==> src/rtl/tracking_rdc.sv <==
module tracking_rdc #(
  parameter int IN_W     = 12,
  parameter int TW       = 12,
  parameter int LUT_BITS = 8,
  parameter int FRAC     = 8,
  parameter int VEL_W    = 20,
  parameter int KP_SH    = 4,
  parameter int KICK     = 256,
  parameter int NULL_TH  = 16
) (
  input  logic                    clk,
  input  logic                    rst,
  input  logic                    smp_valid,
  input  logic signed [IN_W-1:0]  sin_in,
  input  logic signed [IN_W-1:0]  cos_in,
  input  logic [1:0]              res_sel,
  output logic [15:0]             angle_o,
  output logic signed [VEL_W-1:0] vel_o,
  output logic signed [IN_W+1:0]  err_o
);
  localparam int ERR_W = IN_W + 2;
  localparam int PH_W  = 16 + FRAC;
  localparam int LUT_N = 1 << LUT_BITS;
  localparam int HALF  = LUT_N / 2;
  localparam int FR_W  = 16 - LUT_BITS;
  localparam int AMP   = (1 << (TW - 1)) - 1;
  localparam int MW    = 48;
  localparam int SW    = 32;
  localparam int ISH   = 10 + LUT_BITS + FR_W;
  localparam int VW2   = VEL_W + 2;
  localparam logic signed [MW-1:0]    ICOEF = 48'sd6434;
  localparam logic signed [MW-1:0]    ZW    = '0;
  localparam logic signed [ERR_W-1:0] NTH   = ERR_W'(NULL_TH);
  localparam logic signed [VW2-1:0]   VMAX  = VW2'((1 << (VEL_W - 1)) - 1);
  localparam logic signed [VW2-1:0]   VMIN  = -VMAX - VW2'(1);
  localparam logic signed [VW2-1:0]   KW    = VW2'(KICK);
  localparam logic signed [VW2-1:0]   KLIM  = VMAX - VW2'(KICK) - VW2'(NULL_TH);
  localparam logic [LUT_BITS-1:0]     QTR   = LUT_BITS'(LUT_N / 4);

  function automatic longint lut_sin(input int k);
    longint kk, p, den, sg;
    kk = k;
    sg = 1;
    if (kk >= HALF) begin
      kk = kk - HALF;
      sg = -1;
    end
    p   = kk * (HALF - kk);
    den = 5 * HALF * HALF - 4 * p;
    return sg * ((16 * AMP * p + den / 2) / den);
  endfunction

  logic signed [TW-1:0] sin_lut [LUT_N];
  for (genvar g = 0; g < LUT_N; g++) begin : g_lut
    assign sin_lut[g] = TW'(lut_sin(g));
  end

  logic [PH_W-1:0]        phase_q, phase_nxt;
  logic signed [VEL_W-1:0] vel_q;
  logic signed [ERR_W-1:0] err_q, e_now;
  logic [15:0]            angle_q;
  logic [LUT_BITS-1:0]    idx;
  logic [FR_W-1:0]        fr;
  logic [2:0]             sh;
  logic signed [MW-1:0]   s0w, c0w, frw, sin_f, cos_f, sinw, cosw, dot;
  logic signed [SW-1:0]   step;
  logic signed [VW2-1:0]  vsum;
  logic signed [VEL_W-1:0] vel_nxt;
  logic                   fnull;

  assign idx  = phase_q[PH_W-1 -: LUT_BITS];
  assign fr   = phase_q[PH_W-1-LUT_BITS -: FR_W];
  assign sh   = {~res_sel, 1'b0};
  assign s0w  = MW'(sin_lut[idx]);
  assign c0w  = MW'(sin_lut[idx + QTR]);
  assign frw  = $signed(MW'(fr));
  assign sinw = MW'(sin_in);
  assign cosw = MW'(cos_in);

  assign sin_f = s0w + ((c0w * frw * ICOEF) >>> ISH);
  assign cos_f = c0w - ((s0w * frw * ICOEF) >>> ISH);
  assign e_now = ERR_W'((sinw * cos_f - cosw * sin_f) >>> (TW - 1));
  assign dot   = sinw * sin_f + cosw * cos_f;
  assign fnull = (dot < ZW) && (e_now < NTH) && (e_now > -NTH);

  assign vsum = VW2'(vel_q) + VW2'(e_now) + (fnull ? KW : '0);
  always_comb begin
    if (vsum > VMAX)      vel_nxt = VEL_W'(VMAX);
    else if (vsum < VMIN) vel_nxt = VEL_W'(VMIN);
    else                  vel_nxt = VEL_W'(vsum);
  end

  assign step      = ((SW'(vel_q) >>> 1) + (SW'(e_now) <<< KP_SH)) <<< sh;
  assign phase_nxt = phase_q + PH_W'(step);

  always_ff @(posedge clk) begin
    if (rst) begin
      phase_q <= '0;
      vel_q   <= '0;
      err_q   <= '0;
      angle_q <= '0;
    end else if (smp_valid) begin
      phase_q <= phase_nxt;
      vel_q   <= vel_nxt;
      err_q   <= e_now;
      angle_q <= phase_nxt[PH_W-1 -: 16] & (16'hFFFF << sh);
    end
  end

  assign angle_o = angle_q;
  assign vel_o   = vel_q;
  assign err_o   = err_q;

  AST_RESET_CLEAR: assert property (@(posedge clk) disable iff (rst)
    $fell(rst) |-> (angle_o == 16'd0 && vel_o == '0 && err_o == '0));
  AST_HOLD_NO_STROBE: assert property (@(posedge clk) disable iff (rst)
    (!$past(smp_valid) && !$past(rst)) |-> ($stable(angle_o) && $stable(vel_o) && $stable(err_o)));
  AST_LOW_BITS_ZERO: assert property (@(posedge clk) disable iff (rst)
    ($past(smp_valid) && $past(res_sel) == 2'd0) |-> (angle_o[5:0] == 6'd0));
  AST_VEL_NO_WRAP: assert property (@(posedge clk) disable iff (rst)
    ($past(smp_valid) && !$past(rst) && VW2'($past(vel_q)) == VMAX && $past(e_now) >= 0)
      |-> (VW2'(vel_q) == VMAX));
  AST_KICK_RAISES: assert property (@(posedge clk) disable iff (rst)
    ($past(smp_valid) && !$past(rst) && $past(fnull) && VW2'($past(vel_q)) < KLIM)
      |-> (vel_q > $past(vel_q)));
endmodule

==> config.mk <==
export PLATFORM = sky130hd
export DESIGN_NAME = tracking_rdc
export DESIGN_NICKNAME = d
export VERILOG_FILES = /design/src/rtl/tracking_rdc.sv
export SDC_FILE = /design/constraint.sdc
export NUM_CORES = 2
export LEC_CHECK = 0
export ABC_AREA = 1
export BUFFER_PORTS_ARGS = -buffer_cell sky130_fd_sc_hd__buf_2
export CAP_MARGIN = 20
export CORE_AREA = 4 4 329 331
export DETAILED_ROUTE_END_ITERATION = 10
export DIE_AREA = 0 0 333 335
export GPL_ROUTABILITY_DRIVEN = 0
export GPL_TIMING_DRIVEN = 0
export SLEW_MARGIN = 20
export SYNTH_ARGS = -nofsm -noshare
export SYNTH_HDL_FRONTEND = slang
export SYNTH_SLANG_ARGS = --single-unit
==> constraint.sdc <==
create_clock -name clk -period 26.6 [get_ports clk]
set_input_delay 3.99 -clock clk [delete_from_list [all_inputs] [get_ports clk]]
set_output_delay 3.99 -clock clk [all_outputs]
set_load 0.01 [all_outputs]
======== Word level (Yosys, flattened, before mapping) ========
Memory sizes are Yosys's and may differ from the RTL's.
Index checks and enable logic that the tools add are counted.
storage, ports and cells
  register bits after elaboration ......... 74
  bits in read-only memories .............. 6144
  input bits .............................. 29
  output and inout bits ................... 50
  logic and storage cells ................. 45
  memories ................................ 2
memory list
  memory            words  width  read ports  clocked after memory_dff  write ports  line  text
  (name not given)  256    12     1           0                         0            75    assign c0w = MW'(sin_lut[idx + QTR]);
  (name not given)  256    12     1           0                         0            74    assign s0w = MW'(sin_lut[idx]);
cells by class
  $add $sub $neg .......................... 9
  multipliers ............................. 8
  magnitude comparators ................... 7
  shift operators ......................... 2
  muxes and demuxes ....................... 7
  bitwise operators ....................... 4
  reductions and logical operators ........ 2
operator list
  kind                                                       count
  multiplier 12 x 13 -> 25 bit                               4
  multiplier 21 x 13 -> 34 bit (second input constant)       2
  two-way mux 12 bit                                         4
  multiplier 12 x 9 -> 21 bit                                2
  two-way mux 20 bit                                         2
  adder 25 x 25 -> 26 bit                                    1
  < comparator 26 x 1 -> 1 bit (second input constant)       1
  subtractor 25 bit                                          1
  adder 24 bit                                               1
  <<< shifter 20 x 3 -> 24 bit                               1
  adder 21 x 10 -> 22 bit                                    1
  > comparator 22 x 20 -> 1 bit (second input constant)      1
  < comparator 22 x 20 -> 1 bit (second input constant)      1
  adder 20 x 14 -> 21 bit                                    1
  adder 19 x 18 -> 20 bit                                    1
  greater-or-equal comparator 9 bit (second input constant)  2
  NOT 8 -> 9 bit                                             2
  bitwise AND 16 bit                                         1
  << shifter 16 x 3 -> 16 bit (first input constant)         1
  > comparator 14 x 5 -> 1 bit (second input constant)       1
  < comparator 14 x 6 -> 1 bit (second input constant)       1
  adder 12 x 9 -> 13 bit                                     1
  subtractor 12 x 9 -> 13 bit                                1
  two-way mux 9 bit                                          1
  3 further kinds                                            4

======== Logic depth before layout (Yosys ltp) ========
  depth in word-level cells ............... 18
  gate-level depth with buffers ........... 119

======== Worst setup path after synthesis ========
OpenSTA, ideal clock, no wires.
  path kind ............................... register -> register
  start ................................... register phase_q[17]
  end ..................................... register phase_q[23]
  library setup time ...................... 0.113 ns
  data arrival time ....................... 19.624 ns
  setup slack ............................. 6.863 ns
  cell stages (with the launch flop) ...... 105
  buffers on the path ..................... 1
  period minus slack after synthesis ...... 19.737 ns
  cell sequence ........................... dfxtp_1 -> inv_1 -> ha_1 -> inv_1 -> nor2_1 -> or2_2 -> nor2_1 -> o41ai_1 -> nor2_1 -> a211oi_1 -> o21ai_0 -> inv_1 -> nand2_1 -> fa_1 -> inv_1 -> fa_1 -> inv_1 -> fa_1 -> (+69 left out) -> nand2_1 -> nand3_1 -> nand2_1 -> xor2_1 -> o21ai_0 -> nand2_1 -> o21ai_0 -> ha_1 -> a21oi_1 -> nor2_1 -> a211oi_1 -> nor2_1 -> a311oi_1 -> o211ai_1 -> a21oi_1 -> nor2_1 -> nor2_1 -> nor2_1
on the way
  word-level cells in the longest chain between the ends .. 13
RTL lines
  element                                                line  text
  start: declaration                                     58    logic [PH_W-1:0] phase_q, phase_nxt;
  start signal: assignment                               103   phase_q <= phase_nxt;
  adder 8 x 7 -> 8 bit                                   75
  NOT 8 -> 9 bit (not written as such)                   75
  memory (256 x 12 bit)                                  --
  two-way mux 12 bit (not written as such) (2 in a row)  75
  multiplier 12 x 9 -> 21 bit                            80    assign sin_f = s0w + ((c0w * frw * ICOEF) >>> ISH);
  multiplier 21 x 13 -> 34 bit                           80
  adder 12 x 9 -> 13 bit                                 80
  multiplier 12 x 13 -> 25 bit                           82    assign e_now = ERR_W'((sinw * cos_f - cosw * sin_f) >>> (TW - 1));
  subtractor 25 bit (*)                                  82
  via e_now[0]                                           60    logic signed [ERR_W-1:0] err_q, e_now;
  adder 19 x 18 -> 20 bit (*)                            93    assign step = ((SW'(vel_q) >>> 1) + (SW'(e_now) <<< KP_SH)) <<< sh;
  <<< shifter 20 x 3 -> 24 bit (*)                       93
  adder 24 bit (*)                                       94    assign phase_nxt = phase_q + PH_W'(step);
Mark *: on every way through the listed nets, which the timed path passes. The rest lies on a longest branch. The select of a mux whose other input is x is not followed.
A chain may end at the register's enable or synchronous reset.

======== Worst setup path after layout ========
Ends and elaborated chain as after synthesis.

==> flow_summary_export.csv <==
group,metric,value,unit
sta,tns,0,ps
sta,slew_viol_final,0,
floorplan,ioPinCount,79,
floorplan,die_w,333,µm
global_route,grtUsageTotal,25.8,%
run_status,violations,"DRC",
detailed_routing,drtAntennaViolNets,0,
worst_setup_path,endpoint_kind,"register",
sta,final.setup.worst_slack,1480,ps
clock_tree,cts.sinks,64,
detailed_routing,wire_per_inst,18.8,µm
detailed_routing,routed_wl,142000,µm
worst_setup_path,crit_fanout,16,
worst_setup_path,worst-path-buf-inv,15,
worst_setup_path,critical_path_class,"reg -> reg",
yosys,synth.distinct_cells,74,
detailed_routing,route.detailed.drc,20,
placement,dp.final_hpwl,120000,µm
yosys,syn_inst,6092,
floorplan,die_area,0.112,mm²
clock_tree,post_cts_buffers,0,
clock_tree,h-tree-depth,3,
yosys,synthSimpleGateAreaFrac,16.8,%
yosys,synthMuxAreaShare,0.0875,%
detailed_routing,drt_pass1_iterations,11,
floorplan,die_h,335,µm
finish,diodes,0,
clock_tree,cts-root-buf,"clkbuf_16",
global_route,antenna_found_initial,4,
worst_hold_path,hp-class,"reg -> reg",
sta,finalCritPeriodShare,94.4,%
worst_setup_path,crit_required,26870,ps
yosys,netlist_area,0.0472,mm²
yosys,avgSynthCellArea,7.74,µm²
worst_setup_path,startpoint_type,"register",
clock_tree,cts-root-to-sink-buffers,2,
finish,final_util,47.2,%
clock_tree,cts_buffers,9,
yosys,synth_xor_area_share,3.78,%
clock_tree,clk_latency,340,ps
floorplan,std_cell_rows,119,
yosys,synthAdderAreaFrac,54.4,%
detailed_routing,vias,40300,
clock_tree,post_cts_resized,0,
finish,fillers,10600,
worst_setup_path,critPathLaunch,"phase_q[17]$_SDFFE_PP0P_",
finish,drive_gt1_share,3.64,%
finish,final_nets,7697,
yosys,ys.flop_type,"dfxtp_1",
yosys,synth_top_family_by_area,"adder cells",
sta,finClkSkew,12.5,ps
finish,layout_common_cells,"inv_1 (1469), nand2_1 (1126), fa_1 (928)",
clock_tree,cts_tree,"built",
detailed_routing,via_per_inst,5.32,
global_route,grt_pass1_wl,228000,µm
worst_setup_path,critPathSlowestCell,"ha_1",
placement,pre_cts_slack,1420,ps
floorplan,start_util,44.9,%
worst_setup_path,crit_family,"adder cells",
global_route,grt_pass1_vias,41300,
yosys,async_flop_share,0,%
sta,setup_viol,0,
sta,rsz0062_at_grt,"false",
finish,mostFrequentLayoutCell,"inv_1",
worst_setup_path,reg2reg_from,"phase_q[17]$_SDFFE_PP0P_",
global_route,grt_max_degree,19,
worst_setup_path,max_stage_delay,670,ps
yosys,synth_compound_area_share,8.64,%
finish,syn2layout_area_growth,5.26,%
sta,hold_viol,0,
placement,port_buffers,70,
run_status,status,"finished, violations left",
worst_setup_path,critical_path_arrival,25390,ps
yosys,syn-num-nets,7617,
sta,maxSlewHeadroom,27.2,%
yosys,synth_edf_count,0,
clock_tree,path_clk_slew,70,ps
floorplan,coreArea,0.105,mm²
yosys,yosysWarnings,0,
yosys,ys_seq_area_share,2.72,%
detailed_routing,drt_iter0_markers,3770,
sta,finalCriticalPeriod,25120,ps
run,cap_viol_max_count,0,
sta,fmax,39.8,MHz
sta,tightest_slew,1090,ps
worst_hold_path,hold_path.startpoint,"angle_o[1]$_SDFFE_PP0P_",
clock_tree,cts-hold-fix-buffers,0,
global_route,grt_overflow,0,
yosys,ys_ff_latch,64,
final cells by class:
cell class                 count  area [µm²]  share of cell area [%]
inverter                    1490        5600                    11.3
buffer                       183         788                    1.59
clock inverter                 5        86.3                   0.174
sequential                    64        1280                    2.59
tap                         1391        1740                    3.50
clock buffer                  11         253                   0.509
multi-input combinational   4354       39600                    79.7
timing repair buffer          70         350                   0.706
cells in the mapped netlist (all sizes together) (44+ instances only):
master,n,area share [%]
nand2,1140,9.2
ha,568,15
xnor2,81,1.5
fa,928,39
inv,1479,12
xor2,118,2.3
a21oi,281,3.1
clkbuf,140,1.1
buf,44,0.56
nand3,111,1.2
nor2,592,4.8
o21ai,213,2.3
dfxtp,64,2.7
worst paths after layout:
check	cells past startpoint	to	slack (ps)
setup / recovery	96	phase_q[23]$_SDFFE_PP0P_	1480
hold / removal	2	angle_o[1]$_SDFFE_PP0P_	470
setup reg to reg	96	phase_q[23]$_SDFFE_PP0P_	1480
hold reg to reg	2	angle_o[1]$_SDFFE_PP0P_	470
stage by stage:
| stage | hold slack, ps | area, µm² | cells |
|---|---|---|---|
| floorplan | 469 | 47200 | 6092 |
| global placement | 454 | 49300 | 7553 |
| detailed placement | 462 | 49300 | 7553 |
| CTS | 474 | 49600 | 7569 |
| global route | 489 | 49700 | 7568 |
| finish | 473 | 49700 | 7568 |
per-layer routing:
metal  part of all wire (%)  global-route usage, %  vias to the layer above
met1                     42                   34.5                    19800
li1                       -                      -                    18600
met2                     46                   42.5                     1585
met5                  0.094                  0.809                        -
met3                    8.7                   5.84                      367
met4                    3.7                   6.54                        4
tightest hold or removal path, stage by stage, from the launching register on:
cell and delay, ps:
dfxtp_1 310, nand2_1 60, a21oi_1 60
registers in the layout (all words and copies together) (netlist names):
signal,count
angle_o,6
phase_q,24
err_o,14
vel_o,20
cell families (layout without fill, tap and decap cells):
family	count (synthesis)	after routing
buffers and inverters	1674	1759
multiplexers	4	4
flip-flops	64	64
XOR/XNOR	199	199
adder cells (fa/ha/maj)	1496	1496
AND/OR/NAND/NOR	1966	1966
AO/OA/AOI/OAI	689	689
Power is left out: the tool's default activity adds up to more than one toggle a clock period on the data nets, which glitch-free logic cannot reach.
